**config.mk**
```make
export PLATFORM = sky130hd
export DESIGN_NAME = cop_watchdog
export DESIGN_NICKNAME = d
export VERILOG_FILES = /design/src/rtl/cop_pkg.sv /design/src/rtl/cop_prescaler.sv /design/src/rtl/cop_counter.sv /design/src/rtl/cop_pulse.sv /design/src/rtl/cop_bus_decode.sv /design/src/rtl/cop_watchdog.sv
export SDC_FILE = /design/constraint.sdc
export NUM_CORES = 1
export LEC_CHECK = 0
export BUFFER_PORTS_ARGS = -buffer_cell sky130_fd_sc_hd__buf_2
export CORE_MARGIN = 4
export CORE_UTILIZATION = 51
export CTS_CLUSTER_SIZE = 16
export DETAILED_ROUTE_END_ITERATION = 8
export PLACE_DENSITY_LB_ADDON = 0.25
export SLEW_MARGIN = 20
export SYNTH_ARGS = -nofsm -noshare
export SYNTH_HDL_FRONTEND = slang
export SYNTH_SLANG_ARGS = --single-unit
export TNS_END_PERCENT = 100
```
**constraint.sdc**
```tcl
create_clock -name clk -period 2.1 [get_ports clk]
set_input_delay 0 -clock clk [delete_from_list [all_inputs] [get_ports clk]]
set_output_delay 0 -clock clk [all_outputs]
set_load 0.01 [all_outputs]
```
**src/rtl/cop_pkg.sv**
```systemverilog
package cop_pkg;

  // Clear requests applied to the counter chain in one cycle.
  typedef struct packed {
    logic hard;   // internal reset: both counters to zero
    logic full;   // vector fetch: whole prescaler to zero
    logic part;   // restart write: upper stages and watchdog counter
  } clr_req_t;

  // Nominal period: 2^log_len - 2^guard_log cycles.
  function automatic logic [31:0] timeout_cycles(input int unsigned log_len,
                                                 input int unsigned guard_log);
    return (32'd1 << log_len) - (32'd1 << guard_log);
  endfunction

  // Low stages after a restart write: increment, wrapping in their own width.
  function automatic logic [31:0] low_after_restart(input logic [31:0] low_now,
                                                    input int unsigned lo_bits);
    return (low_now + 32'd1) & ((32'd1 << lo_bits) - 32'd1);
  endfunction

endpackage

```
**src/rtl/cop_prescaler.sv**
```systemverilog
module cop_prescaler #(
  parameter int unsigned PRE_W  = 13,
  parameter int unsigned CLR_LO = 5
) (
  input  logic                 clk,
  input  logic                 por_n,
  input  cop_pkg::clr_req_t    clr,
  output logic [PRE_W-1:0]     pre_q,
  output logic                 carry
);
  localparam int unsigned HI_W = PRE_W - CLR_LO;

  logic [PRE_W-1:0] pre_d;
  logic             any_clr;

  assign any_clr = clr.hard | clr.full | clr.part;

  generate
    if (CLR_LO > 0) begin : g_split
      logic [CLR_LO-1:0] lo_inc;
      logic [31:0]       lo_wide;
      assign lo_wide = cop_pkg::low_after_restart(32'(pre_q[CLR_LO-1:0]), CLR_LO);
      assign lo_inc  = lo_wide[CLR_LO-1:0];
      always_comb begin
        if (clr.hard || clr.full) begin
          pre_d = '0;
        end else if (clr.part) begin
          pre_d = {{HI_W{1'b0}}, lo_inc};
        end else begin
          pre_d = pre_q + PRE_W'(1);
        end
      end
    end else begin : g_whole
      always_comb begin
        if (any_clr) begin
          pre_d = '0;
        end else begin
          pre_d = pre_q + PRE_W'(1);
        end
      end
    end
  endgenerate

  // A carry leaves the top stage only on a natural wrap.
  assign carry = !any_clr && (&pre_q);

  always_ff @(posedge clk or negedge por_n) begin
    if (!por_n) begin
      pre_q <= '0;
    end else begin
      pre_q <= pre_d;
    end
  end
endmodule

```
**src/rtl/cop_counter.sv**
```systemverilog
module cop_counter #(
  parameter int unsigned CNT_W = 5
) (
  input  logic             clk,
  input  logic             por_n,
  input  logic             clr,
  input  logic             inc,
  output logic [CNT_W-1:0] cnt_q
);
  logic [CNT_W-1:0] cnt_d;

  always_comb begin
    if (clr) begin
      cnt_d = '0;
    end else if (inc) begin
      cnt_d = cnt_q + CNT_W'(1);
    end else begin
      cnt_d = cnt_q;
    end
  end

  always_ff @(posedge clk or negedge por_n) begin
    if (!por_n) begin
      cnt_q <= '0;
    end else begin
      cnt_q <= cnt_d;
    end
  end
endmodule

```
**src/rtl/cop_pulse.sv**
```systemverilog
module cop_pulse #(
  parameter int unsigned RST_LEN = 32
) (
  input  logic clk,
  input  logic por_n,
  input  logic fire,
  output logic active
);
  localparam int unsigned LEN_W = $clog2(RST_LEN + 1);

  logic [LEN_W-1:0] left_q;
  logic [LEN_W-1:0] left_d;

  always_comb begin
    if (left_q != '0) begin
      left_d = left_q - LEN_W'(1);
    end else if (fire) begin
      left_d = LEN_W'(RST_LEN);
    end else begin
      left_d = '0;
    end
  end

  always_ff @(posedge clk or negedge por_n) begin
    if (!por_n) begin
      left_q <= '0;
    end else begin
      left_q <= left_d;
    end
  end

  assign active = (left_q != '0);
endmodule

```
**src/rtl/cop_bus_decode.sv**
```systemverilog
module cop_bus_decode #(
  parameter int unsigned ADDR_W = 16,
  parameter int unsigned DATA_W = 8
) (
  input  logic [ADDR_W-1:0] bus_addr,
  input  logic              bus_wr,
  input  logic              bus_rd,
  input  logic [DATA_W-1:0] vec_lo,
  output logic              kick,
  output logic [DATA_W-1:0] bus_rdata
);
  localparam logic [ADDR_W-1:0] TOP_ADDR = {ADDR_W{1'b1}};

  logic at_top;

  assign at_top    = (bus_addr == TOP_ADDR);
  assign kick      = bus_wr && at_top;
  assign bus_rdata = (bus_rd && at_top) ? vec_lo : '0;
endmodule

```
**src/rtl/cop_watchdog.sv**
```systemverilog
module cop_watchdog #(
  parameter int unsigned ADDR_W    = 16,
  parameter int unsigned DATA_W    = 8,
  parameter int unsigned PRE_W     = 13,
  parameter int unsigned CLR_LO    = 5,
  parameter int unsigned LONG_LOG  = 18,
  parameter int unsigned SHORT_LOG = 13,
  parameter int unsigned GUARD_LOG = 4,
  parameter int unsigned RST_LEN   = 32
) (
  input  logic              clk,
  input  logic              por_n,
  input  logic [ADDR_W-1:0] bus_addr,
  input  logic              bus_wr,
  input  logic              bus_rd,
  output logic [DATA_W-1:0] bus_rdata,
  input  logic [DATA_W-1:0] vec_lo,
  input  logic              vec_fetch,
  input  logic              cop_disable,
  input  logic              short_sel,
  output logic              cop_rst
);
  localparam int unsigned COP_W = LONG_LOG - PRE_W;
  localparam int unsigned V_W   = LONG_LOG;
  localparam logic [V_W-1:0] LIM_LONG  = V_W'(cop_pkg::timeout_cycles(LONG_LOG, GUARD_LOG));
  localparam logic [V_W-1:0] LIM_SHORT = V_W'(cop_pkg::timeout_cycles(SHORT_LOG, GUARD_LOG));

  // Named internal events, visible to the bound checker.
  logic              kick;
  logic              hit;
  logic              rst_active;
  logic              carry;
  logic [PRE_W-1:0]  pre_q;
  logic [COP_W-1:0]  cop_q;
  logic [V_W-1:0]    comp;
  logic [V_W-1:0]    limit;
  cop_pkg::clr_req_t clr;

  cop_bus_decode #(.ADDR_W(ADDR_W), .DATA_W(DATA_W)) u_dec (
    .bus_addr  (bus_addr),
    .bus_wr    (bus_wr),
    .bus_rd    (bus_rd),
    .vec_lo    (vec_lo),
    .kick      (kick),
    .bus_rdata (bus_rdata)
  );

  assign comp  = {cop_q, pre_q};
  assign limit = short_sel ? LIM_SHORT : LIM_LONG;
  assign hit   = (comp == limit) && !cop_disable && !rst_active && !kick;

  assign clr.hard = hit || rst_active;
  assign clr.full = vec_fetch;
  assign clr.part = kick;

  cop_prescaler #(.PRE_W(PRE_W), .CLR_LO(CLR_LO)) u_pre (
    .clk   (clk),
    .por_n (por_n),
    .clr   (clr),
    .pre_q (pre_q),
    .carry (carry)
  );

  cop_counter #(.CNT_W(COP_W)) u_cop (
    .clk   (clk),
    .por_n (por_n),
    .clr   (clr.hard || clr.part),
    .inc   (carry),
    .cnt_q (cop_q)
  );

  cop_pulse #(.RST_LEN(RST_LEN)) u_pulse (
    .clk    (clk),
    .por_n  (por_n),
    .fire   (hit),
    .active (rst_active)
  );

  assign cop_rst = rst_active;
endmodule

```
## Word level (Yosys, flattened, before mapping)

Cells that the tools add are included.
W data, S select, Z words.

- Bits in latches: 0
- Bits in registers: 24
- Memories: 0
- Bits in writable memories: 0
- Output and inout bits: 9
- Word-level logic and storage cells: 35
- Bits of input ports: 31
- Memory bits (read-only): 0

- Equality and inequality tests: 2
- $add $sub $neg: 4
- Reduce and logical (&&, ||, !) cells: 16
- $mul: 0
- Bitwise gates (word level): 2
- Shift-type cells: 0
- Divide/modulo/power cells: 0
- Order comparisons: 0
- Mux-type cells: 8

Operators with widths:

| kind | number |
|---|---|
| $mux W13 | 2 |
| $eq A18 B18 Y1 | 1 |
| $mux W18 | 1 |
| $eq A16 B16 Y1 const B | 1 |
| $add A13 B1 Y13 const B | 1 |
| $reduce_and A13 Y1 | 1 |
| $mux W6 | 2 |
| $add A5 B1 Y5 const B | 2 |
| $mux W5 | 2 |
| $mux W8 | 1 |
| $logic_and A1 B1 Y1 | 6 |
| $reduce_bool A6 Y1 | 1 |
| $sub A6 B1 Y6 const B | 1 |
| $logic_not A1 Y1 | 4 |
| $logic_or A1 B1 Y1 | 3 |
| $or A1 B1 Y1 | 2 |
| $reduce_bool A2 Y1 | 1 |

## Logic depth before layout (Yosys ltp)

- Word-level depth: 12
- Depth in mapped cells: 7

## By module

Synthesis repeated with hierarchy kept, for this count alone.

- Cells, all modules: 142
- Area total of the unflattened synthesis: 1406.3 sq um

By module, submodules not included:

| module | cells an instance | instances | area each (sq um) |
|---|---|---|---|
| cop_prescaler | 63 | 1 | 640.6 |
| cop_pulse | 29 | 1 | 305.3 |
| cop_counter | 22 | 1 | 252.7 |
| cop_bus_decode | 14 | 1 | 110.1 |
| cop_watchdog | 14 | 1 | 97.6 |

## Worst setup path after synthesis

Ideal clock, no wire load.

- Path kind: flip-flop to flip-flop
- Start: reg u_pre.pre_q[2]
- End: reg u_cop.cnt_q[3]
- Cell stages (with the launch flop): 7
- Arrival: 1.597 ns
- Setup slack: 0.381 ns
- Library setup time: 0.122 ns
- Path buffers: 2
- Required time: 1.978 ns
- Cells stage by stage: dfrtp_1 > clkbuf_1 > nor4b_1 > nand3_1 > a2111oi_4 > buf_6 > nor3_1

- Longest elaborated chain between the ends: 10

Ends and longest elaborated chain:

| element | RTL line | text |
|---|---|---|
| start: declaration | cop_prescaler.sv:8 | `output logic [PRE_W-1:0] pre_q,` |
| start signal: assignment | cop_prescaler.sv:51 | `pre_q <= pre_d;` |
| $eq A18 B18 Y1 | cop_watchdog.sv:50 | `assign hit = (comp == limit) && !cop_disable && !rst_active && !kick;` |
| $logic_and A1 B1 Y1 (3 in a row) | cop_watchdog.sv:50 |  |
| $logic_or A1 B1 Y1 | cop_watchdog.sv:52 | `assign clr.hard = hit \|\| rst_active;` |
| $or A1 B1 Y1 (2 in a row) | cop_prescaler.sv:16 | `assign any_clr = clr.hard \| clr.full \| clr.part;` |
| $logic_not A1 Y1 | cop_prescaler.sv:45 | `assign carry = !any_clr && (&pre_q);` |
| $logic_and A1 B1 Y1 | cop_prescaler.sv:45 |  |
| $reduce_bool A2 Y1 (no source line) | -- |  |
| end signal: assignment | cop_counter.sv:26 | `cnt_q <= cnt_d;` |
| end: declaration | cop_counter.sv:8 | `output logic [CNT_W-1:0] cnt_q` |

Several ways; a longest one is shown, not always the timed one.
A chain may end at the register's enable or synchronous reset.

## Worst setup path in the final report

- Start: reg u_pulse.left_q[3]
- End: reg u_pre.pre_q[12]

- Longest elaborated chain between the ends: 7

Ends and longest elaborated chain:

| element | RTL line | text |
|---|---|---|
| start: declaration | cop_pulse.sv:11 | `logic [LEN_W-1:0] left_q;` |
| start signal: assignment | cop_pulse.sv:28 | `left_q <= left_d;` |
| $reduce_bool A6 Y1 (*) | cop_pulse.sv:32 | `assign active = (left_q != '0);` |
| $logic_not A1 Y1 | cop_watchdog.sv:50 |  |
| $logic_and A1 B1 Y1 (2 in a row) | cop_watchdog.sv:50 |  |
| $logic_or A1 B1 Y1 (*) | cop_watchdog.sv:52 |  |
| $logic_or A1 B1 Y1 (*) | cop_prescaler.sv:25 | `if (clr.hard \|\| clr.full) begin` |
| $mux W13 (*) | cop_prescaler.sv:25 |  |
| named net u_pre.pre_d[12] | cop_prescaler.sv:13 | `logic [PRE_W-1:0] pre_d;` |

The timed path passes the listed nets; every way through them passes the cells marked *.

==> impl_table.tex <==
\begin{tabular}{lr}
\hline
Metric & Value \\
\hline
\multicolumn{2}{l}{\textbf{Run status}} \\
\quad Status & finished clean \\
\multicolumn{2}{l}{\textbf{Cells and area}} \\
\quad Top library cells by usage in the layout, fill and taps aside & sky130\_fd\_sc\_hd\_\_buf\_2 (39), sky130\_fd\_sc\_hd\_\_dfrtp\_1 (24), sky130\_fd\_sc\_hd\_\_xnor2\_1 (13), sky130\_fd\_sc\_hd\_\_nor3\_1 (12), sky130\_fd\_sc\_hd\_\_nand4\_1 (10) \\
\quad Antenna Cells & 0 \\
\quad Combined area of the multi-input logic cells & 785 µm² \\
\quad Ratio of cells with drive above 1 in the final layout & 32.4\% \\
\quad Sequential standard cell area & 601 µm² \\
\quad Fillers & 202 \\
\quad Most common library cell in the layout ignoring fill and taps & sky130\_fd\_sc\_hd\_\_buf\_2 \\
\quad P\&R area growth vs syn & 21.5\% \\
\quad Final nets & 225 \\
\multicolumn{2}{l}{\textbf{Job}} \\
\quad Max-capacitance violation count & 0 \\
\multicolumn{2}{l}{\textbf{Placed design}} \\
\quad Global placer's final weighted congestion & 0.800 \\
\quad Post-DP HPWL & 2710 µm \\
\quad Count of port buffers added during placement & 39 \\
\multicolumn{2}{l}{\textbf{Power and ir drop}} \\
\quad Static Leak & 0.763 nW \\
\quad Worst IR Drop VDD & 531 µV \\
\quad Power Density & 694 nW/µm² \\
\multicolumn{2}{l}{\textbf{Die}} \\
\quad Full die area & 3740 µm² \\
\quad Die extent in y & 61.1 µm \\
\quad Boundary pin count & 40 \\
\quad Chip Width & 61.1 µm \\
\quad Placement row count & 18 \\
\quad Area of the core & 2590 µm² \\
\quad Initial Utilization & 55.6\% \\
\multicolumn{2}{l}{\textbf{Global routing}} \\
\quad Vias in the first global route & 1316 \\
\quad Most used routing layer & met2 \\
\quad Met1 Track Usage GR & 28.3\% \\
\quad Maximum number of pins on one net before global-route repair & 25 \\
\quad Global route total overflow & 0 \\
\quad Met3 usage & 3.77\% \\
\quad Global routing usage summed across all routing layers & 21.6\% \\
\quad Number of antenna violations at the first check in global routing & 0 \\
\quad Met2 routing resource usage after global routing & 35.0\% \\
\quad Global-route wire length before repair & 5840 µm \\
\multicolumn{2}{l}{\textbf{Critical path}} \\
\quad Slowest cell on the critical path & sky130\_fd\_sc\_hd\_\_or3\_1 \\
\quad Buffers \& Inverters on Critical Path & 0 \\
\quad Required @ worst endpoint & 2.36 ns \\
\quad Start-to-end type of the worst setup path & reg2reg \\
\quad Capturing point of the worst reg2reg path & u\_pre.pre\_q[12] \\
\quad Nature of the critical path endpoint & register \\
\quad Critical Path Fanout Max & 8 \\
\quad FF-to-FF path depth & 4 \\
\quad Largest delay contributor family on the critical path & simple AND/OR/NAND/NOR gates \\
\quad Longest individual stage delay on the worst path & 0.47 ns \\
\quad Worst path cell trace & or3\_4 > or3\_1 > a21o\_4 > nor3\_2 \\
\quad Beginning of the worst register-to-register path & u\_pulse.left\_q[3] \\
\quad Arrival time worst endpoint & 2.10 ns \\
\quad Register-to-Register Setup Slack & 0.26 ns \\
\quad Startpoint type of the worst setup path & register \\
\multicolumn{2}{l}{\textbf{Clocking}} \\
\quad Insertion delay to the later sink of the worst-skew pair & 0.32 ns \\
\quad Post-CTS setup buffer count & 0 \\
\quad Clock slew seen by the registers of the worst setup and hold paths & 0.13 ns \\
\quad TritonCTS Buffers & 3 \\
\quad Clk sinks & 24 \\
\quad CTS H-tree lvls & 1 \\
\quad Clock Tree Buf Depth & 2 \\
\quad Clock root buffer & sky130\_fd\_sc\_hd\_\_clkbuf\_4 \\
\quad TritonCTS clock tree & yes \\
\multicolumn{2}{l}{\textbf{Synthesis}} \\
\quad Post-synthesis area per instance & 10.1 µm² \\
\quad FF+latch count, synth & 24 \\
\quad Post-synthesis net count & 179 \\
\quad Share of async-settable or async-resettable flops after synthesis & 100\% \\
\quad Netlist cell types & 34 \\
\quad EDFF count, synth & 0 \\
\quad Cell area after synthesis & 1440 µm² \\
\quad Number of warnings issued by yosys & 0 \\
\quad Number of cells produced by synthesis & 143 \\
\quad Sequential share of the synthesized area & 41.7\% \\
\quad Primary FF master, synth & sky130\_fd\_sc\_hd\_\_dfrtp\_1 \\
\multicolumn{2}{l}{\textbf{Hold path}} \\
\quad Class of the tightest hold or removal check & in2reg \\
\quad Launch instance of the worst min-delay path & bus\_wr \\
\quad End point of the worst hold path & u\_pre.pre\_q[6] \\
\quad Hold Path Stages & 3 \\
\multicolumn{2}{l}{\textbf{Detailed routing}} \\
\quad Count of nets left with antenna violations after detail routing & 0 \\
\quad Routed WL per cell & 15.8 µm \\
\quad Pre-antenna DRT Iters & 4 \\
\quad Via count & 1268 \\
\quad Via density per instance & 5.82 \\
\quad Final routed wirelength across all metal layers & 3440 µm \\
\quad Number of DRC violations after detailed routing & 0 \\
\quad Iteration-0 DRC count of the detailed router & 59 \\
\multicolumn{2}{l}{\textbf{Timing}} \\
\quad Share of the clock period used by the worst path after layout & 87.8\% \\
\quad Final setup viols & 0 \\
\quad Unrepaired setup endpoints after global routing & false \\
\quad Highest Clock Rate & 542 MHz \\
\quad Period minus WS final & 1.84 ns \\
\quad Final Hold Viols & 0 \\
\quad Worst-case hold slack & 0.0922 ns \\
\quad Max Clock Skew & 0.00420 ns \\
\quad Setup TNS & 0 ns \\
\quad Transition time of the tightest slew-check pin & 0.528 ns \\
\quad Worst relative slew slack & 64.8\% \\
\quad Fin. max-slew vios & 0 \\
\hline
\end{tabular}
-- synthesized netlist by cell type, types with 2 or more instances --
master | n | area (µm²)
sky130_fd_sc_hd__inv_1 | 8 | 30.0
sky130_fd_sc_hd__ha_1 | 5 | 62.6
sky130_fd_sc_hd__nand3_1 | 4 | 20.0
sky130_fd_sc_hd__nor4_1 | 4 | 25.0
sky130_fd_sc_hd__clkbuf_1 | 2 | 7.51
sky130_fd_sc_hd__xor2_1 | 6 | 52.6
sky130_fd_sc_hd__a211oi_1 | 4 | 30.0
sky130_fd_sc_hd__dfrtp_1 | 24 | 601
sky130_fd_sc_hd__xnor2_1 | 13 | 114
sky130_fd_sc_hd__nand2_1 | 7 | 26.3
sky130_fd_sc_hd__nor3_2 | 8 | 80.1
sky130_fd_sc_hd__nor3_1 | 12 | 60.1
sky130_fd_sc_hd__nor2_1 | 9 | 33.8
sky130_fd_sc_hd__and3_1 | 8 | 50.1
sky130_fd_sc_hd__nand4_1 | 10 | 62.6
-- logic make-up (layout without fill, tap and decap cells) --
logic type      Yosys count  after routing  share of synthesized area (%)
flops                    24             24                           41.7
simple gates             72             72                           31.0
fa+ha+maj                 5              5                           4.35
xor+xnor                 19             19                           11.6
buf+inv                  12             57                           3.74
mux                       1              1                          0.696
compound gates           10             10                           6.87
-- flip-flops by register name, indices dropped and copies added, names as in the netlist --
name and count:
u_cop.cnt_q 5, u_pre.pre_q 13, u_pulse.left_q 6
-- tightest hold or removal path: stages --
cell and delay, ns:
sky130_fd_sc_hd__buf_2 0.13, sky130_fd_sc_hd__a21o_4 0.20, sky130_fd_sc_hd__nor3_2 0.06
-- per-layer routing --
| metal | vias up | wire [µm] |
|---|---|---|
| met5 | - | 0 |
| met4 | 0 | 70 |
| met3 | 7 | 205 |
| met2 | 49 | 1670 |
| met1 | 609 | 1490 |
| li1 | 603 | - |
-- worst max path at each step --
stage / startpoint / end / cells past startpoint
after floorplan: u_pre.pre_q[2] / u_cop.cnt_q[3] / 6
after global placement: u_pulse.left_q[3] / u_pre.pre_q[10] / 4
after detailed placement: u_pulse.left_q[3] / u_pre.pre_q[12] / 4
after CTS: u_pulse.left_q[3] / u_pre.pre_q[11] / 4
after global routing: u_pulse.left_q[3] / u_pre.pre_q[6] / 4
final: u_pulse.left_q[3] / u_pre.pre_q[12] / 4
-- cell type report --
| cell class | count | area share (%) |
|---|---|---|
| Clock inverter | 1 | 1.72 |
| Inverter | 8 | 1.72 |
| Timing Repair Buffer | 45 | 13.9 |
| Clock buffer | 3 | 1.29 |
| Multi-Input combinational cell | 107 | 44.9 |
| Tap cell | 30 | 2.15 |
| Sequential cell | 24 | 34.4 |
-- per-stage QoR --
stage	power (mW)	instances	instance area (µm²)	util, %	setup WS [ns]
final	1.21	218	1750	67.5	0.256
after CTS	1.23	218	1750	67.5	0.258
after floorplan	0.784	143	1440	-	0.381
after global routing	1.30	218	1750	67.5	0.163
after global placement	0.864	213	1690	65.1	0.364
after detailed placement	0.887	213	1690	65.1	0.273
-- where the power goes --
| part | total, mW | switching [mW] | leakage [nW] | internal [mW] |
|---|---|---|---|---|
| registers | 0.581 | 0.0557 | 0.324 | 0.526 |
| logic | 0.296 | 0.156 | 0.412 | 0.140 |
| clock network | 0.336 | 0.143 | 0.0279 | 0.193 |
| total | 1.21 | 0.355 | 0.763 | 0.859 |
-- what timing repair did --
action / CTS / global route
endpoints found under the setup margin: 0 / 0
hold buffers: 1 / 0
resized for setup: 0 / 0
endpoints found under the hold margin: 24 / 0
Note: power is estimated with default switching activity, not from simulation.
